==> src/rtl/busy_arb_pkg.sv <==
package busy_arb_pkg;
    typedef enum logic [1:0] {
        ST_FREE       = 2'd0,
        ST_LEFT_OWNS  = 2'd1,
        ST_RIGHT_OWNS = 2'd2
    } arb_state_t;

    localparam int unsigned NUM_PORTS = 2;
    localparam int unsigned LEFT_IDX  = 0;
    localparam int unsigned RIGHT_IDX = 1;
endpackage

==> src/rtl/slot_watch.sv <==
// Remembers one port's enable and address from the previous cycle and
// reports whether the port is "new" (its request differs from last cycle).
module slot_watch #(
    parameter int unsigned ADDR_W = 11
) (
    input  logic              clk,
    input  logic              rst_n,
    input  logic              en,
    input  logic [ADDR_W-1:0] addr,
    output logic              is_new
);
    logic              en_q;
    logic [ADDR_W-1:0] addr_q;

    always_ff @(posedge clk or negedge rst_n) begin
        if (!rst_n) begin
            en_q   <= 1'b0;
            addr_q <= '0;
        end else begin
            en_q   <= en;
            addr_q <= addr;
        end
    end

    always_comb begin
        is_new = (en != en_q) || (en && (addr != addr_q));
    end
endmodule

==> src/rtl/addr_match.sv <==
// Contention detector: both ports enabled on the same word.
module addr_match #(
    parameter int unsigned ADDR_W = 11
) (
    input  logic              a_en,
    input  logic [ADDR_W-1:0] a_addr,
    input  logic              b_en,
    input  logic [ADDR_W-1:0] b_addr,
    output logic              hit
);
    always_comb begin
        hit = a_en && b_en && (a_addr == b_addr);
    end
endmodule

==> src/rtl/arb_fsm.sv <==
// Holds the winner of a conflict and names the losing side.
module arb_fsm
    import busy_arb_pkg::*;
(
    input  logic       clk,
    input  logic       rst_n,
    input  logic       hit,
    input  logic       left_new,
    input  logic       right_new,
    output logic       left_loses,
    output logic       right_loses,
    output arb_state_t state
);
    arb_state_t state_nx;
    logic       right_first;

    always_comb begin
        right_first = left_new && !right_new;
    end

    // state register
    always_ff @(posedge clk or negedge rst_n) begin
        if (!rst_n) begin
            state <= ST_FREE;
        end else begin
            state <= state_nx;
        end
    end

    // next state and outputs
    always_comb begin
        state_nx    = state;
        left_loses  = 1'b0;
        right_loses = 1'b0;
        unique case (state)
            ST_FREE: begin
                if (hit) begin
                    if (right_first) begin
                        left_loses = 1'b1;
                        state_nx   = ST_RIGHT_OWNS;
                    end else begin
                        right_loses = 1'b1;
                        state_nx    = ST_LEFT_OWNS;
                    end
                end
            end
            ST_LEFT_OWNS: begin
                if (hit) begin
                    right_loses = 1'b1;
                end else begin
                    state_nx = ST_FREE;
                end
            end
            ST_RIGHT_OWNS: begin
                if (hit) begin
                    left_loses = 1'b1;
                end else begin
                    state_nx = ST_FREE;
                end
            end
            default: begin
                state_nx = ST_FREE;
            end
        endcase
    end
endmodule

==> src/rtl/busy_arb.sv <==
module busy_arb
    import busy_arb_pkg::*;
#(
    parameter int unsigned ADDR_W = 11
) (
    input  logic              clk,
    input  logic              rst_n,
    input  logic              l_en,
    input  logic [ADDR_W-1:0] l_addr,
    input  logic              l_wr,
    input  logic              r_en,
    input  logic [ADDR_W-1:0] r_addr,
    input  logic              r_wr,
    output logic              l_busy_n,
    output logic              r_busy_n,
    output logic              l_wr_ok,
    output logic              r_wr_ok
);
    logic [NUM_PORTS-1:0] en_v;
    logic [NUM_PORTS-1:0] wr_v;
    logic [ADDR_W-1:0]    addr_v [NUM_PORTS];
    logic [NUM_PORTS-1:0] new_v;
    logic [NUM_PORTS-1:0] lose_v;
    logic [NUM_PORTS-1:0] busy_nv;
    logic [NUM_PORTS-1:0] wr_ok_v;
    logic                 hit;
    arb_state_t           state;

    always_comb begin
        en_v[LEFT_IDX]    = l_en;
        en_v[RIGHT_IDX]   = r_en;
        wr_v[LEFT_IDX]    = l_wr;
        wr_v[RIGHT_IDX]   = r_wr;
        addr_v[LEFT_IDX]  = l_addr;
        addr_v[RIGHT_IDX] = r_addr;
    end

    for (genvar p = 0; p < NUM_PORTS; p++) begin : g_port
        slot_watch #(.ADDR_W(ADDR_W)) u_watch (
            .clk    (clk),
            .rst_n  (rst_n),
            .en     (en_v[p]),
            .addr   (addr_v[p]),
            .is_new (new_v[p])
        );

        always_comb begin
            busy_nv[p] = !rst_n || !lose_v[p];
            wr_ok_v[p] = rst_n && en_v[p] && wr_v[p] && busy_nv[p];
        end
    end

    addr_match #(.ADDR_W(ADDR_W)) u_match (
        .a_en   (l_en),
        .a_addr (l_addr),
        .b_en   (r_en),
        .b_addr (r_addr),
        .hit    (hit)
    );

    arb_fsm u_fsm (
        .clk         (clk),
        .rst_n       (rst_n),
        .hit         (hit),
        .left_new    (new_v[LEFT_IDX]),
        .right_new   (new_v[RIGHT_IDX]),
        .left_loses  (lose_v[LEFT_IDX]),
        .right_loses (lose_v[RIGHT_IDX]),
        .state       (state)
    );

    always_comb begin
        l_busy_n = busy_nv[LEFT_IDX];
        r_busy_n = busy_nv[RIGHT_IDX];
        l_wr_ok  = wr_ok_v[LEFT_IDX];
        r_wr_ok  = wr_ok_v[RIGHT_IDX];
    end
endmodule

==> config.mk <==
export PLATFORM = sky130hd
export DESIGN_NAME = busy_arb
export DESIGN_NICKNAME = d
export VERILOG_FILES = /design/src/rtl/busy_arb_pkg.sv /design/src/rtl/slot_watch.sv /design/src/rtl/addr_match.sv /design/src/rtl/arb_fsm.sv /design/src/rtl/busy_arb.sv
export SDC_FILE = /design/constraint.sdc
export NUM_CORES = 1
export LEC_CHECK = 0
export CAP_MARGIN = 40
export CORE_UTILIZATION = 50
export CTS_CLUSTER_DIAMETER = 100
export DETAILED_ROUTE_END_ITERATION = 10
export MAX_ROUTING_LAYER = met4
export PLACE_DENSITY = 0.9
export SLEW_MARGIN = 30
export SYNTH_ARGS = -nofsm -noshare
export SYNTH_HDL_FRONTEND = slang
export SYNTH_SLANG_ARGS = --single-unit
==> constraint.sdc <==
create_clock -name clk -period 3.9 [get_ports clk]
set_clock_uncertainty 0.2 [all_clocks]
set_input_delay 0.585 -clock clk [delete_from_list [all_inputs] [get_ports clk]]
set_output_delay 0.585 -clock clk [all_outputs]
set_load 0.03 [all_outputs]
== After elaboration in Yosys (flattened, before gate mapping) ==
Index checks and enable logic that the tools add are counted.

* Memories kept: 0
* Bits in writable memories: 0
* Bits of input ports: 28
* Word-level logic and storage cells: 47
* Flip-flop bits (word level): 26
* Bits in latches: 0
* Bits in read-only memories: 0

* $lt $le $gt $ge: 0
* $mul: 0
* Bitwise logic cells: 0
* Equal/unequal tests: 9
* Shifts and indexed selects: 0
* Reductions and logical operators: 22
* Div/mod/pow operators: 0
* Muxes and demuxes: 11
* Add/sub/neg operators: 0

{| class="wikitable"
|+ Operators by type and width
! cell !! number
|-
| 11-bit inequality test || 2
|-
| 11-bit equality test || 1
|-
| 1-bit logical AND || 11
|-
| 2-bit two-way mux || 3
|-
| 1-bit two-way mux || 5
|-
| 1-bit zero test || 4
|-
| 1-bit logical OR || 4
|-
| 2-bit inequality test (second input constant) || 2
|-
| 1-bit one-hot mux with 2 select lines || 2
|-
| 2-bit one-hot mux with 2 select lines || 1
|-
| 2-bit by 1-bit equality test with 1-bit output (second input constant) || 1
|-
| 2-bit equality test (second input constant) || 1
|-
| 2-bit zero test || 1
|-
| 1-bit inequality test || 2
|-
| 2-bit AND reduction || 1
|-
| 2-bit OR reduction || 1
|}

== Depth between registers and ports, before layout ==
* Depth after elaboration: 11
* Mapped depth: 6
* Mapped depth without buffers: 6

== Hierarchy ==
Synthesis repeated with hierarchy kept, for this count alone.

* Cells, all modules: 97
* Area total of the unflattened synthesis: 1,186.1 um^2

{| class="wikitable"
|+ Modules (own cells, without submodules)
! module !! times used !! area an instance (um^2) !! seq. area each (um^2) !! cells an instance
|-
| slot_watch || 2 || 429.2 || 300.3 || 29
|-
| arb_fsm || 1 || 170.2 || 50.0 || 19
|-
| addr_match || 1 || 130.1 || 0.0 || 16
|-
| busy_arb || 1 || 27.5 || 0.0 || 4
|}

== Worst setup path before layout ==
OpenSTA, ideal clock, no wires.

* Path kind: input-to-output
* From: input port r_addr[0]
* To: output port r_wr_ok
* Data required time: 3.115 ns
* Slack: 1.017 ns
* Cell stages on the path: 5
* Path buffers: 0
* Data arrival time: 2.098 ns
* Cell sequence: xnor2_1 -> nand4_1 -> nor4_1 -> o21ai_0 -> o31ai_1

* Cells in the longest elaborated chain, start to end: 11

{| class="wikitable"
|+ RTL lines
! what !! RTL line !! RTL
|-
| start, declared || busy_arb.sv:12 || <nowiki>input logic [ADDR_W-1:0] r_addr,</nowiki>
|-
| 11-bit inequality test || slot_watch.sv:26 || <nowiki>is_new = (en != en_q) || (en && (addr != addr_q));</nowiki>
|-
| 1-bit logical AND || slot_watch.sv:26 ||
|-
| 1-bit logical OR || slot_watch.sv:26 ||
|-
| 1-bit zero test || arb_fsm.sv:18 || <nowiki>right_first = left_new && !right_new;</nowiki>
|-
| 1-bit logical AND || arb_fsm.sv:18 ||
|-
| 1-bit two-way mux || arb_fsm.sv:38 || <nowiki>if (right_first) begin</nowiki>
|-
| 1-bit two-way mux || arb_fsm.sv:37 || <nowiki>if (hit) begin</nowiki>
|-
| 1-bit one-hot mux with 2 select lines * || arb_fsm.sv:35 || <nowiki>unique case (state)</nowiki>
|-
| 1-bit zero test * || busy_arb.sv:48 || <nowiki>busy_nv[p] = !rst_n || !lose_v[p];</nowiki>
|-
| 1-bit logical OR * || busy_arb.sv:48 ||
|-
| 1-bit logical AND * || busy_arb.sv:49 || <nowiki>wr_ok_v[p] = rst_n && en_v[p] && wr_v[p] && busy_nv[p];</nowiki>
|-
| end, declared || busy_arb.sv:17 || <nowiki>output logic r_wr_ok</nowiki>
|}

Mark *: on every way between the ends. The rest lies on a longest branch, timed or not.

== Final worst setup path ==
Ends and elaborated chain as after synthesis.

==> impl_metrics.tcl <==
set metrics [dict create \
    status "finished clean" \
    period_share_pct 96.3 \
    p_leak_nw 0.661 \
    cts_root_buffer "clkbuf_4" \
    cp_num_buf_inv 2 \
    grt_pass1_vias 987 \
    min_path_type "flop to flop" \
    fin_crit_ps 3750 \
    fin_setup_tns_ps 0 \
    crit_chain "clkdlybuf4s50_1 -> xnor2_1 -> nand4_1 -> nor4_2 -> o21ai_0 -> o31ai_1 -> clkdlybuf4s50_1" \
    ys_warn_count 0 \
    gr-total-overflow 0 \
    crit_family "buffers and inverters" \
    cts_tree "built" \
    fin_ws_ps 145 \
    start_kind "primary input" \
    cp.arrival_ps 2970 \
    path_class "primary input to output port" \
    start_util_pct 54.3 \
    cts.sinks 26 \
    cp_max_fo 3 \
    post-cts-setup-buffer-count 0 \
    grt_use_total_pct 22.1 \
    syn_area_sq_um 1220 \
    critical_path_required_ps 3120 \
    finalWirelength_um 2490 \
    wire_per_inst_um 15.0 \
    syn_to_final_growth_pct 33.6 \
    coreArea_sq_um 2250 \
    syn_inst 102 \
    final_nets 170 \
    die_y_um 51.5 \
    layout_commonest_cell "clkdlybuf4s50_1" \
    final_area_sq_um 1640 \
    worst_path_most_repeated_cell "clkdlybuf4s50_1" \
    r2r_start "g_port[0].u_watch.addr_q[6]$_DFF_PN0_" \
    final-instance-count-excl-fill 166 \
    syn-num-nets 133 \
    place_area_sq_um 1580 \
    io_pins 32 \
    cellPowerDensity_nw_per_um2 401 \
    nFillCells 183 \
    antenna_cells 0 \
    maxCapViolCount 0 \
    final_antenna_net_count 0 \
    place_congestion 0.838 \
    grt_max_degree 19 \
    die_area_sq_um 2650 \
    dp_cells 162 \
    max_slew_margin_pct 64.5 \
    first_pass_iters 4 \
    min_from "u_fsm.state[0]$_DFFE_PN0P_" \
    cts_buffers 3 \
    worst_pin_slew_ps 531 \
    via_per_inst 5.39 \
    synthDistinctLibCells 21 \
    endpoint_kind "output port" \
    clockBufferDepth 2 \
    vias 894 \
    layout_common_cells "clkdlybuf4s50_1 (31), dfrtp_1 (26), xor2_1 (22), xnor2_1 (11), nor4_1 (9)" \
    cts.htree.levels 1 \
    worstSkewPairLatency_ps 320 \
    p_total_mw 0.656 \
    fmax_ghz 0.266 \
    setup_viol 0 \
    core.rowCount 17 \
    syn_avg_cell_area_sq_um 12.0 \
    hold_viol_final 0 \
    port_buffers 31 \
    dp_slack_ps 77.6 \
    dp_hpwl_um 2050 \
    clk_pin_slew_ps 130 \
    grt_pass1_wl_um 4150 \
    seq_area_frac_synth_pct 53.2 \
    cpPeakStageDelay_ps 700 \
    startpoint "r_addr[0]" \
    ys_seq_elements 26 \
    drive_gt1_share_pct 5.07 \
    drv_slew 0 \
    drc_errors 0 \
    vdd_drop_max_uv 267 \
    die_width_um 51.5 \
    ff2ff_setup_slack_ps 1960 \
    fin_util_pct 72.5 \
    antenna_found_initial 0 \
    cp_slowest_cell "clkdlybuf4s50_1" \
    whs_ps 341 \
    initialDrtViolationCount 10 \
]
==> path summary, 6_finish.rpt <==
| path | to | depth (start not counted) |
|---|---|---|
| min in group asynchronous | g_port[1].u_watch.addr_q[7]$_DFF_PN0_ | 1 |
| setup / recovery | r_wr_ok | 7 |
| hold / removal | u_fsm.state[0]$_DFFE_PN0P_ | 1 |
| setup reg to reg | u_fsm.state[1]$_DFFE_PN0P_ | 5 |
| max in group asynchronous | g_port[1].u_watch.addr_q[8]$_DFF_PN0_ | 2 |
| hold reg to reg | u_fsm.state[0]$_DFFE_PN0P_ | 1 |
==> layer usage <==
metal,track usage (%),up-vias,part of all wire (%)
met2,40.3,32,52
li1,-,430,-
met4,6.31,0,0.60
met3,1.79,2,3.3
met1,25.9,430,44
met5,-,-,0
==> layout make-up <==
cell class | count | area (sq um) | area share (%)
Clock buffer | 3 | 22.5 | 1.38
Clock inverter | 1 | 30.0 | 1.84
Inverter | 2 | 7.51 | 0.459
Multi-Input combinational cell | 74 | 572 | 35.0
Sequential cell | 26 | 651 | 39.8
Tap cell | 28 | 35.0 | 2.14
Timing Repair Buffer | 32 | 318 | 19.4
==> cells by family (layout without fill, tap and decap cells) <==
logic type / Yosys count / in the layout / share of synthesized area (%)
xor+xnor: 33 / 33 / 23.6
flops: 26 / 26 / 53.2
simple gates: 25 / 25 / 11.8
compound gates: 10 / 10 / 5.11
fa+ha+maj: 3 / 3 / 3.07
mux: 3 / 3 / 2.66
buf+inv: 2 / 38 / 0.614
==> cells in the mapped netlist, drive strengths merged <==
cell | count | area [sq um]
nor2 | 1 | 3.75
a41oi | 1 | 8.76
nor4 | 10 | 62.6
inv | 2 | 7.51
nand2b | 2 | 12.5
dfrtp | 26 | 651
nand2 | 3 | 11.3
o21a | 1 | 7.51
mux2i | 1 | 10.0
a31oi | 1 | 6.26
nor3b | 1 | 7.51
nand3 | 4 | 20.0
ha | 3 | 37.5
and3 | 1 | 6.26
mux2 | 2 | 22.5
and2 | 1 | 7.51
o21ai | 5 | 25.0
xnor2 | 11 | 96.3
o31ai | 2 | 15.0
nand4 | 2 | 12.5
xor2 | 22 | 193
==> state kept, by name (all words and copies together) (netlist names) <==
signal and count:
g_port.u_watch.en_q 2, u_fsm.state 2, g_port.u_watch.addr_q 22
==> where the power goes <==
group	total [mW]	switching (mW)	leakage, nW	internal (mW)
logic	0.169	0.0861	0.328	0.0827
clock network	0.183	0.0786	0.0279	0.104
registers	0.304	0.0128	0.305	0.292
total	0.656	0.178	0.661	0.478
==> what timing repair did <==
action / in CTS / in global routing
hold buffers: 0 / 0
endpoints found under the setup margin: 0 / 2
gates resized for setup: 0 / 1
Note: power is estimated with default switching activity, not from simulation.
